===== config.mk =====
export PLATFORM = sky130hd
export DESIGN_NAME = wdog_ctl
export DESIGN_NICKNAME = d
export VERILOG_FILES = /design/src/rtl/wdog_pkg.sv /design/src/rtl/wdog_unlock.sv /design/src/rtl/wdog_ctrl_reg.sv /design/src/rtl/wdog_timer.sv /design/src/rtl/wdog_ctl.sv
export SDC_FILE = /design/constraint.sdc
export NUM_CORES = 1
export LEC_CHECK = 0
export BUFFER_PORTS_ARGS = -buffer_cell sky130_fd_sc_hd__buf_2
export CAP_MARGIN = 20
export CELL_PAD_IN_SITES_DETAIL_PLACEMENT = 1
export CELL_PAD_IN_SITES_GLOBAL_PLACEMENT = 2
export CORE_ASPECT_RATIO = 1.4
export CORE_MARGIN = 5
export CORE_UTILIZATION = 39
export CTS_CLUSTER_SIZE = 24
export DETAILED_ROUTE_END_ITERATION = 7
export PLACE_DENSITY = 0.92
export SYNTH_ARGS = -nofsm -noshare
export SYNTH_HDL_FRONTEND = slang
export SYNTH_HIERARCHICAL = 1
export SYNTH_SLANG_ARGS = --single-unit

===== constraint.sdc =====
create_clock -name clk -period 4.3 [get_ports clk]
set_input_delay 0.86 -clock clk [delete_from_list [all_inputs] [get_ports clk]]
set_output_delay 0.86 -clock clk [all_outputs]
set_load 0.05 [all_outputs]

===== src/rtl/wdog_pkg.sv =====
package wdog_pkg;

    localparam int WD_PS_W          = 3;
    localparam int WD_DEF_BASE_EXP  = 14;
    localparam int WD_WIN_CYC       = 4;

    typedef struct packed {
        logic [2:0]         rsvd;
        logic               unlock;
        logic               enable;
        logic [WD_PS_W-1:0] scale;
    } wd_csr_t;

    function automatic wd_csr_t wd_pack(input logic unlock,
                                        input logic enable,
                                        input logic [WD_PS_W-1:0] scale);
        wd_csr_t r;
        r.rsvd   = 3'b000;
        r.unlock = unlock;
        r.enable = enable;
        r.scale  = scale;
        return r;
    endfunction

endpackage


===== src/rtl/wdog_unlock.sv =====
module wdog_unlock #(
    parameter int WIN_CYC = wdog_pkg::WD_WIN_CYC
) (
    input  logic clk,
    input  logic rst,
    input  logic wr_en,
    input  logic wr_unlock,
    output logic armed
);
    localparam int WIN_W = (WIN_CYC > 1) ? $clog2(WIN_CYC) : 1;
    localparam logic [WIN_W-1:0] WIN_LOAD = WIN_W'(WIN_CYC - 1);

    logic [WIN_W-1:0] win_left;

    always_ff @(posedge clk) begin
        if (rst) begin
            armed    <= 1'b0;
            win_left <= '0;
        end else if (wr_en) begin
            armed    <= wr_unlock;
            win_left <= WIN_LOAD;
        end else if (armed) begin
            if (win_left == '0) armed <= 1'b0;
            else                win_left <= win_left - 1'b1;
        end
    end

    AST_ARM_ON_WRITE: assert property (@(posedge clk) disable iff (rst)
        wr_en && wr_unlock |=> armed);
    AST_ARM_ONLY_BY_WRITE: assert property (@(posedge clk) disable iff (rst)
        !armed && !wr_en |=> !armed);
endmodule


===== src/rtl/wdog_ctrl_reg.sv =====
module wdog_ctrl_reg
    import wdog_pkg::*;
(
    input  logic               clk,
    input  logic               rst,
    input  logic               wr_en,
    input  wd_csr_t            wr_word,
    input  logic               armed,
    output logic               enable,
    output logic [WD_PS_W-1:0] scale
);
    always_ff @(posedge clk) begin
        if (rst) begin
            enable <= 1'b0;
            scale  <= '0;
        end else if (wr_en) begin
            scale <= wr_word.scale;
            if (wr_word.enable) enable <= 1'b1;
            else if (armed)     enable <= 1'b0;
        end
    end

    AST_SET_ENABLE: assert property (@(posedge clk) disable iff (rst)
        wr_en && wr_word.enable |=> enable);
    AST_LOCKED_ENABLE: assert property (@(posedge clk) disable iff (rst)
        wr_en && !wr_word.enable && !armed && enable |=> enable);
    AST_UNLOCKED_CLEAR: assert property (@(posedge clk) disable iff (rst)
        wr_en && !wr_word.enable && armed |=> !enable);
    AST_HOLD_NO_WRITE: assert property (@(posedge clk) disable iff (rst)
        !wr_en |=> $stable(enable) && $stable(scale));
endmodule


===== src/rtl/wdog_timer.sv =====
module wdog_timer
    import wdog_pkg::*;
#(
    parameter int BASE_EXP = WD_DEF_BASE_EXP
) (
    input  logic               clk,
    input  logic               rst,
    input  logic               enable,
    input  logic               tick,
    input  logic               kick,
    input  logic [WD_PS_W-1:0] scale,
    output logic               bite
);
    localparam int CNT_W = BASE_EXP + (1 << WD_PS_W) - 1;

    logic [CNT_W-1:0] count;
    logic [CNT_W-1:0] last_val;
    logic             expire;

    always_comb begin
        last_val = (CNT_W'(1) << (BASE_EXP + int'(scale))) - CNT_W'(1);
        expire   = enable && tick && !kick && (count >= last_val);
    end

    always_ff @(posedge clk) begin
        if (rst) begin
            count <= '0;
            bite  <= 1'b0;
        end else begin
            bite <= expire;
            if (!enable || kick || expire) count <= '0;
            else if (tick)                 count <= count + 1'b1;
        end
    end

    AST_SINGLE_PULSE: assert property (@(posedge clk) disable iff (rst)
        bite |=> !bite);
    AST_QUIET_DISABLED: assert property (@(posedge clk) disable iff (rst)
        !enable |=> !bite);
    AST_KICK_SUPPRESS: assert property (@(posedge clk) disable iff (rst)
        kick |=> !bite);
    AST_NO_TICK_NO_BITE: assert property (@(posedge clk) disable iff (rst)
        !tick |=> !bite);
endmodule


===== src/rtl/wdog_ctl.sv =====
module wdog_ctl
    import wdog_pkg::*;
#(
    parameter int BASE_EXP = WD_DEF_BASE_EXP,
    parameter int WIN_CYC  = WD_WIN_CYC
) (
    input  logic       clk,
    input  logic       rst,
    input  logic       wr_en,
    input  logic [7:0] wr_data,
    output logic [7:0] rd_data,
    input  logic       tick,
    input  logic       kick,
    output logic       reset_req
);
    wd_csr_t            wr_word;
    logic               armed;
    logic               enable;
    logic [WD_PS_W-1:0] scale;
    logic               unused_rsvd;

    assign wr_word     = wd_csr_t'(wr_data);
    assign unused_rsvd = ^wr_word.rsvd;
    assign rd_data     = wd_pack(armed, enable, scale);

    wdog_unlock #(.WIN_CYC(WIN_CYC)) u_unlock (
        .clk       (clk),
        .rst       (rst),
        .wr_en     (wr_en),
        .wr_unlock (wr_word.unlock),
        .armed     (armed)
    );

    wdog_ctrl_reg u_reg (
        .clk     (clk),
        .rst     (rst),
        .wr_en   (wr_en),
        .wr_word (wr_word),
        .armed   (armed),
        .enable  (enable),
        .scale   (scale)
    );

    wdog_timer #(.BASE_EXP(BASE_EXP)) u_timer (
        .clk    (clk),
        .rst    (rst),
        .enable (enable),
        .tick   (tick),
        .kick   (kick),
        .scale  (scale),
        .bite   (reset_req)
    );

    AST_RESET_CLEAR: assert property (@(posedge clk)
        rst |=> rd_data == 8'h00 && !reset_req);
endmodule


==> summary.txt, run 1 <==
Outcome
  – Status: complete, no violations

Clock tree
  – CTS Buffer Depth: 2
  – Root buffer cell: clkbuf_8
  – Resized cells post-CTS: 0
  – Worst-Skew Late Latency: 270 ps
  – Clk slew on worst S/H paths: 60 ps
  – Number of CTS-inserted buffers: 5
  – Setup bufs post-CTS: 0
  – CTS tree: yes
  – Clk sink count: 29
  – Hold_buf cts: 0
  – Htree depth: 2

Critical path
  – Crit path kind: flip-flop to flip-flop
  – Startpoint types: flip-flop
  – Setup crit end kind: flip-flop
  – CP required: 4470 ps
  – Worst Path Arrival: 3720 ps
  – Crit path max fanout: 11

Floorplan
  – # rows: 31
  – Die Y: 95.2 um
  – Die Width: 70.9 um
  – Core area: 5120 um2
  – Die ar.: 6750 um2
  – Ports: 22
  – Initial core utilization: 39.5%

Final layout
  – Commonest non-fill, non-tap cell in the layout: dfxtp_1
  – Most frequent cells in the layout: 29 x dfxtp_1, 28 x ha_1, 22 x nor2_1
  – Cell area after layout: 2230 um2
  – Area grow syn2layout: 10.4%
  – Nets: 287
  – Final core occ: 43.6%
  – Share of layout cells above drive strength 1: 15.4%
  – Final Non-Filler Cells: 312
  – Diodes inserted: 0

STA
  – RSZ-0062 raised after global routing: no
  – Period utilization: 82.7%
  – Minimum clock period: 3560 ps
  – Clk_skew: 4.12 ps
  – Hold Vio Cnt, Final: 0
  – Max Fclk: 281 MHz
  – Setup WS post-layout: 745 ps
  – Slew headroom: 66.0%
  – Fin Hold WS: 537 ps
  – Final slew viol count: 0
  – Setup TNS Final: 0 ps
  – Worst slew pin tran: 506 ps
  – Setup-failing EPs final: 0

Placed design
  – Post-DP Area: 2150 um2
  – Post-DP HPWL: 3.31 mm
  – GP Congestion: 0.783
  – Port buffer count: 15
  – Placed insts: 305
  – DP Worst Slack: 708 ps

Power
  – Worst vdd ir: 0.000160 V
  – Leak: 0.910 nW
  – Total power draw: 0.582 mW
  – P per Cell Area: 261 nW/um2

Logic synthesis
  – Mapped Cells: 224
  – Syn Area/Cell: 9.04 um2
  – EDFF count, synth: 0
  – Async SR Flop Fraction: 0%
  – Synth unique cells: 43
  – Post-synthesis instance area: 2020 um2
  – Prevailing post-synth register cell: dfxtp_1
  – Yosys reg bits: 29
  – Yosys warning count: 6
  – Post-synthesis sequential area ratio: 28.7%

Route
  – Detailed-route via count: 1,603
  – Drt pass-1 iters: 4
  – Post-route ant nets: 0
  – Vias per cell: 5.14
  – Starting DRC count in detailed routing: 40
  – Number of remaining DRC errors: 0
  – Post-Route WL: 4.14 mm
  – Wire length per cell: 13.3 um

GRT
  – Largest net degree at the start of global routing: 13
  – Vias in the first global route: 1,664
  – First-pass GRT wire length: 7.33 mm
  – Initial antenna violation count: 0
  – Total global-route track usage: 13.5%
  – Aggregate global routing overflow: 0

Job
  – Max-cap violations: 0

Worst hold path
  – Hold Path Class: flip-flop to flip-flop
## routing by layer
layer / vias to the layer above / routed length, um / track usage [%] / share of wire (%)
li1: 810 / - / - / -
met1: 769 / 1720 / 14.3 / 41
met2: 20 / 2240 / 25.9 / 54
met3: 4 / 119 / 2.53 / 2.9
met4: 0 / 63 / 5.64 / 1.5
met5: - / 0 / 0 / 0
## area by class of cell
type | count | area (um2)
clock buffers | 7 | 86.3
fillers | 633 | 2890
inverters | 9 | 33.8
multi-input cells | 185 | 1360
flip-flops and latches | 29 | 581
well taps | 66 | 82.6
repair buffers | 16 | 95.1
## logic make-up (layout without fill, tap and decap cells)
group | Yosys count | count (layout) | share of synthesized area, %
AND/OR/NAND/NOR | 92 | 92 | 26.7
AO/OA/AOI/OAI | 32 | 32 | 11.0
flip-flops | 29 | 29 | 28.7
adder cells (fa/ha/maj) | 28 | 28 | 17.3
XOR/XNOR | 20 | 20 | 8.65
buffers and inverters | 18 | 32 | 5.81
multiplexers | 3 | 3 | 1.48
other | 2 | 10 | 0.371
## power breakdown
part / internal, mW / switching (mW)
logic: 0.0287 / 0.0512
registers: 0.273 / 0.00539
clock network: 0.127 / 0.0971
total: 0.429 / 0.154
## critical path, cell delays in order (launching register included)
cell and delay (ps):
dfxtp_1 480, inv_1 210, ha_1 420, nor4b_1 310
xor2_1 130, ha_1 330, nand4_1 110, nor4_1 280
o21bai_1 120, o2111ai_1 270, a21o_1 490, buf_12 230
nor2_1 60
## flip-flops by register name, summed over array words and instances (netlist names)
signal	count
u_timer/count	21
u_reg/enable	1
u_unlock/win_left	2
u_timer/bite	1
u_reg/scale	3
u_unlock/armed	1
## worst paths after layout
path,from,end,slack (ps),depth (start not counted)
worst max register to register,u_reg/scale[1],u_timer/count[10],740,12
worst min register to register,u_timer/count[20],u_timer/count[20],540,2
worst min-delay path,u_timer/count[20],u_timer/count[20],540,2
worst max-delay path,u_reg/scale[1],u_timer/count[10],740,12
## cells in the mapped netlist (2+ instances only)
library cell | count | share of area (%)
dfxtp_1 | 29 | 29
ha_1 | 28 | 17
nor2_1 | 22 | 4.1
nand2_1 | 20 | 3.7
xor2_1 | 14 | 6.1
a21oi_1 | 10 | 2.5
nor2_4 | 10 | 5.6
inv_1 | 9 | 1.7
nand3_1 | 8 | 2.0
nand4_1 | 8 | 2.5
nand2b_1 | 6 | 1.9
xnor2_1 | 6 | 2.6
buf_4 | 5 | 1.9
and3_1 | 4 | 1.2
o21ai_0 | 4 | 0.99
a21o_1 | 3 | 1.1
mux2i_1 | 3 | 1.5
nand3b_1 | 3 | 1.1
a211oi_1 | 2 | 0.74
a31oi_1 | 2 | 0.62
and4bb_2 | 2 | 1.2
buf_6 | 2 | 1.1
conb_1 | 2 | 0.37
nor3_1 | 2 | 0.49
nor4_1 | 2 | 0.62
No activity file was read; power rests on OpenSTA's default activity.
==> run 2: changes to the inputs <==
- ABC_AREA: default -> 1
- CORE_UTILIZATION: 39 -> 30
- PLACE_DENSITY: 0.92 -> 0.83
- clock period: 4.3 -> 3.15 ns (I/O delays scaled with it)
==> run 2 against run 1 <==
First-iteration DRC count is 5.0% higher. Sequential share of layout area is 1.9 points lower. Final area is 8.0% higher. Worst setup slack worse by 380 ps. Die area up 32%. Sequential power up 35%. Via count up 16%.
==> summary.txt, run 2 <==
Final layout
  – Commonest non-fill, non-tap cell in the layout: nand2_1
  – Final core occ: 34.8%
  – Nets: 366
  – Area grow syn2layout: 13.1%
  – Largest registers: u_timer/count x21, u_reg/scale x3, u_unlock/win_left x2
  – Top reg by flops: u_timer/count
  – Max reg flops: 21
  – Diodes inserted: 0
  – Most frequent cells in the layout: 66 x nand2_1, 45 x nor2_1, 38 x inv_1
  – Share of layout cells above drive strength 1: 12.0%

Route
  – Met3 Routed Length: 80 um
  – Max layer used: met4
  – Met1 wire length: 2.00 mm
  – Vias per cell: 4.41
  – Starting DRC count in detailed routing: 42
  – Post-Route WL: 4.82 mm
  – Post-route ant nets: 0
  – Drt pass-1 iters: 4
  – Number of remaining DRC errors: 0
  – Routed wl met2: 2.68 mm
  – Detailed-route via count: 1,857
  – Wire length per cell: 11.4 um

Clock tree
  – Hold_buf cts: 0
  – CTS tree: yes
  – Htree depth: 2
  – Setup bufs post-CTS: 0
  – Number of CTS-inserted buffers: 5
  – Clk slew on worst S/H paths: 60 ps
  – Resized cells post-CTS: 0
  – Worst-Skew Late Latency: 280 ps
  – Root buffer cell: clkbuf_8
  – CTS Buffer Depth: 2
  – Clk sink count: 29

Logic synthesis
  – Most common cell in the synthesized netlist: nand2_1
  – Post-synthesis instance area: 2130 um2
  – Post-synthesis xor/xnor area fraction: 8.21%
  – Mapped Cells: 300
  – Post-synthesis mux area share: 0.469%
  – Yosys reg bits: 29
  – EDFF count, synth: 0
  – Prevailing post-synth register cell: dfxtp_1
  – Post-synthesis sequential area ratio: 27.2%
  – Top cells by area, synth: dfxtp_1 27%, ha_1 16%, nand2_1 12%
  – Async SR Flop Fraction: 0%
  – Yosys warning count: 6
  – Post-synth top cells: 66 x nand2_1, 45 x nor2_1, 38 x inv_1
  – Syn Area/Cell: 7.11 um2
  – Post-synth top area cell: dfxtp_1
  – Largest family of logic cells by synthesized area: simple AND/OR/NAND/NOR gates
  – Yosys top cell area share: 27.2%
  – Synth unique cells: 29
  – Compound-gate portion of the synthesized area: 5.10%
  – Adder-Cell Fraction of Synth Area: 16.4%
  – Post-synthesis simple-gate area fraction: 32.4%

Critical path
  – Reg2Reg Depth: 16
  – Worst-path cell chain: inv_1 > ha_1 > inv_1 > nand3_1 > xor2_1 > ha_1 > nand2_1 > nor2_1 > nand3_1 > nor2_1 > nand2_1 > nand3_1 > nand2_1 > nand2_1 > buf_12 > nor2_1
  – Worst Path Arrival: 2960 ps
  – Crit path max fanout: 21
  – Most common cell on crit path: nand2_1
  – R2R Setup Slk: 360 ps
  – Startpoint types: flip-flop
  – Crit path kind: flip-flop to flip-flop
  – Worst Path Buf+Inv: 3
  – CP required: 3320 ps
  – Setup crit end kind: flip-flop
  – Slowest cell on crit path: dfxtp_1
  – CP delay by family, top: simple AND/OR/NAND/NOR gates
  – Slowest Stage Delay on Critical Path: 400 ps
  – WP depth: 16

Power
  – Sw Ratio: 28.4%
  – Leak: 1.15 nW
  – Clk pwr share: 37.8%
  – Net switching power: 0.223 mW
  – Int Pwr: 0.564 mW
  – Logic pwr share: 14.3%
  – Worst vdd ir: 0.000191 V
  – Flop pwr share: 47.9%
  – P per Cell Area: 327 nW/um2

STA
  – Clk_skew: 6.44 ps
  – Setup TNS Final: 0 ps
  – Setup-failing EPs final: 0
  – Final slew viol count: 0
  – RSZ-0062 raised after global routing: no
  – Minimum clock period: 2790 ps
  – Setup WS post-layout: 362 ps
  – Hold Vio Cnt, Final: 0
  – Fin Hold WS: 489 ps
  – Period utilization: 88.5%
  – Max Fclk: 359 MHz

Floorplan
  – Die ar.: 8920 um2
  – Core area: 6940 um2
  – Ports: 22
  – Die Width: 81.3 um
  – # rows: 36
  – Initial core utilization: 30.8%
  – Die Y: 110 um

Job
  – Max-cap violations: 0

Worst hold path
  – Hold Path Class: flip-flop to flip-flop
  – WHS Path Cells: 2

Placed design
  – Port buffer count: 15
  – Post-DP HPWL: 3.99 mm
  – DP Worst Slack: 321 ps
  – GP Congestion: 0.753

GRT
  – Vias in the first global route: 1,884
  – Largest net degree at the start of global routing: 22
  – First-pass GRT wire length: 8.34 mm
  – Aggregate global routing overflow: 0
  – Initial antenna violation count: 0
  – Total global-route track usage: 12.1%

Outcome
  – Status: complete, no violations
==> run 2: layout make-up <==
cell class,instances,area (um2)
Clock buffer,8,80.1
Fill cell,920,4520
Inverter,42,158
Multi-Input combinational cell,230,1370
Sequential cell,29,581
Tap cell,95,119
Timing Repair Buffer,17,103
==> run 2: per-layer routing <==
layer	vias up	track usage (%)
met5	-	0
met4	0	3.62
met3	5	2.21
met2	9	23.0
met1	867	13.3
li1	976	-
==> run 2: power by group through the flow <==
stage | sequential [mW] | combinational (mW) | clock, mW
6_report | 0.377 | 0.112 | 0.298
5_1_grt | 0.378 | 0.130 | 0.332
4_1_cts | 0.378 | 0.114 | 0.312
3_5_place_dp | 0.386 | 0.113 | 0
3_3_place_gp | 0.386 | 0.110 | 0
2_1_floorplan | 0.393 | 0.0790 | 0
==> run 2: worst paths after layout <==
path	start	end
setup reg to reg	u_reg/scale[2]	u_timer/count[16]
hold / removal	u_reg/enable	u_reg/enable
setup / recovery	u_reg/scale[2]	u_timer/count[16]
hold reg to reg	u_reg/enable	u_reg/enable
==> run 2: cells by family after synthesis <==
| logic type | Yosys count |
|---|---|
| AO/OA/AOI/OAI | 20 |
| buffers and inverters | 49 |
| adder cells (fa/ha/maj) | 28 |
| AND/OR/NAND/NOR | 151 |
| XOR/XNOR | 20 |
| flip-flops | 29 |
| multiplexers | 1 |
| other | 2 |
==> run 2: through the flow <==
step | area, um2 | power [mW] | instances
3_3_place_gp | 2330 | 0.496 | 413
3_5_place_dp | 2330 | 0.499 | 413
2_1_floorplan | 2160 | 0.472 | 308
4_1_cts | 2410 | 0.804 | 421
5_1_grt | 2410 | 0.841 | 421
6_report | 2410 | 0.788 | 421
==> run 2: worst register-to-register path, cell delays in order, from the launching register on <==
cell and delay, ps:
dfxtp_1 400, inv_1 120, ha_1 340, inv_1 170, nand3_1 140, xor2_1 170, ha_1 290, nand2_1 90
nor2_1 170, nand3_1 110, nor2_1 100, nand2_1 60, nand3_1 100, nand2_1 80, nand2_1 100, buf_12 170
nor2_1 70
==> run 3: changes to the inputs <==
- ABC_AREA: 1 -> 0
- CORE_UTILIZATION: 30 -> 33
- PLACE_DENSITY: 0.83 -> 0.84
==> run 3 against run 2 <==
Sequential cell count unchanged. Clock power increased by 35%. Cell count decreased by 24%. Register-to-register slack got worse by 110 ps. First-iteration DRC count decreased by 69%. Non-clock buffer count increased by 1. Fmax decreased by 3.9%. Highest routed layer unchanged.
==> summary.txt, run 3 (synthesis gave the netlist of run 1 again) <==
Outcome
  – Status: complete, no violations

STA
  – Setup-failing EPs final: 0
  – Final slew viol count: 0
  – Hold Vio Cnt, Final: 0
  – Setup WS post-layout: 250 ps
  – RSZ-0062 raised after global routing: no
  – Clk_skew: 5.37 ps
  – Worst slew pin tran: 572 ps
  – Slew headroom: 61.6%
  – Setup TNS Final: 0 ps
  – Fin Hold WS: 532 ps
  – Period utilization: 92.1%
  – Max Fclk: 345 MHz
  – Minimum clock period: 2900 ps

GRT
  – Largest net degree at the start of global routing: 13
  – Initial antenna violation count: 0
  – First-pass GRT wire length: 7.24 mm
  – Vias in the first global route: 1,660
  – Total global-route track usage: 11.4%
  – Aggregate global routing overflow: 0

Power
  – Worst vdd ir: 0.000188 V
  – P per Cell Area: 387 nW/um2
  – Leak: 0.933 nW

Route
  – Wire length per cell: 13.2 um
  – Detailed-route via count: 1,612
  – Number of remaining DRC errors: 0
  – Vias per cell: 5.05
  – Post-Route WL: 4.23 mm
  – Starting DRC count in detailed routing: 13
  – Drt pass-1 iters: 4
  – Post-route ant nets: 0

Floorplan
  – Die ar.: 7820 um2
  – Ports: 22
  – Initial core utilization: 34.3%
  – Die Width: 76.2 um
  – Core area: 5900 um2
  – Die Y: 103 um
  – # rows: 33

Critical path
  – R2R Path End: u_timer/count[17]
  – Startpoint types: flip-flop
  – Worst Path Arrival: 3120 ps
  – Reg2reg start: u_reg/scale[1]
  – Reg2Reg Depth: 12
  – R2R Setup Slk: 250 ps
  – Crit path max fanout: 8
  – Setup crit end kind: flip-flop
  – Crit path from: u_reg/scale[1]
  – Worst Setup EP: u_timer/count[17]
  – Crit path kind: flip-flop to flip-flop
  – CP required: 3370 ps

Final layout
  – Nets: 289
  – Share of layout cells above drive strength 1: 19.3%
  – Most frequent cells in the layout: 27 x dfxtp_1, 26 x ha_1, 22 x nor2_1
  – Area grow syn2layout: 14.5%
  – Final core occ: 39.3%
  – Top reg by flops: u_timer/count
  – Largest registers: u_timer/count x21, u_reg/scale x3, u_unlock/win_left x2
  – Commonest non-fill, non-tap cell in the layout: dfxtp_1
  – Max reg flops: 21
  – Diodes inserted: 0
  – Final Non-Filler Cells: 319

Job
  – Max-cap violations: 0

Clock tree
  – CTS Buffer Depth: 2
  – Clk sink count: 29
  – Setup bufs post-CTS: 0
  – CTS tree: yes
  – Root buffer cell: clkbuf_8
  – Worst-Skew Late Latency: 280 ps
  – Htree depth: 2
  – Number of CTS-inserted buffers: 5
  – Clk slew on worst S/H paths: 70 ps

Placed design
  – DP Worst Slack: 155 ps
  – GP Congestion: 0.689
  – Port buffer count: 15
  – Post-DP HPWL: 3.33 mm
  – Placed insts: 311

Worst hold path
  – Hold Path Class: flip-flop to flip-flop
## run 3: cell count changes in the layout (fill, tap and decap cells not counted), sizes merged, moves of 5 or more
cell	previous run	this run
nand2b	0	6
nand2	68	20
nor2	53	32
nand3	17	8
inv	41	8
nor3	7	2
## run 3: worst min path at each step
stage | start | to | slack [ps] | cells past startpoint
global route | u_unlock/win_left[1] | u_unlock/win_left[1] | 550 | 2
finish | u_unlock/win_left[1] | u_unlock/win_left[1] | 530 | 2
CTS | u_unlock/win_left[1] | u_unlock/win_left[1] | 540 | 2
detailed placement | u_unlock/win_left[1] | u_unlock/win_left[1] | 530 | 2
floorplan | u_timer/count[20] | u_timer/count[20] | 490 | 2
global placement | u_unlock/win_left[1] | u_unlock/win_left[1] | 510 | 2
## run 3: final cells by class
type / instances / area (um2)
multi-input combinational: 185 / 1380
timing repair buffer: 18 / 110
sequential: 29 / 583
clock inverter: 1 / 30.0
inverter: 9 / 37.5
fill: 707 / 3590
clock buffer: 7 / 86.3
tap: 70 / 87.6
## run 3: layer usage
| metal | vias to the layer above | GRT usage (%) | wire (um) |
|---|---|---|---|
| met5 | - | 0 | 0 |
| met4 | 0 | 4.85 | 80 |
| met3 | 6 | 2.88 | 138 |
| met2 | 20 | 21.1 | 2220 |
| met1 | 773 | 12.4 | 1790 |
| li1 | 813 | - | - |
## run 3: through the flow
step                      power [mW]  cell area, um2
after floorplan                0.477            2060
after detailed placement       0.499            2170
after global placement         0.496            2170
after global routing           0.944            2320
after CTS                      0.910            2290
final                          0.898            2320
## run 3: worst max-delay path, stage by stage (launching register included)
cell	delay (ps)
dfxtp_2	350
clkinvlp_4	180
ha_4	340
nor4b_2	220
xor2_1	190
ha_1	280
a21oi_1	140
o21ai_0	140
a211oi_2	240
o2111ai_1	200
a21o_1	260
buf_4	190
nor2_4	100
## run 3: what timing repair did
item / CTS / global route
gates resized for setup: 0 / 5
endpoints found under the setup margin: 0 / 19
hold buffers: 0 / 0
## run 3: where the power goes
part,internal [mW],switching [mW]
logic,0.0435,0.0722
clock network,0.258,0.145
registers,0.373,0.00635
total,0.674,0.223
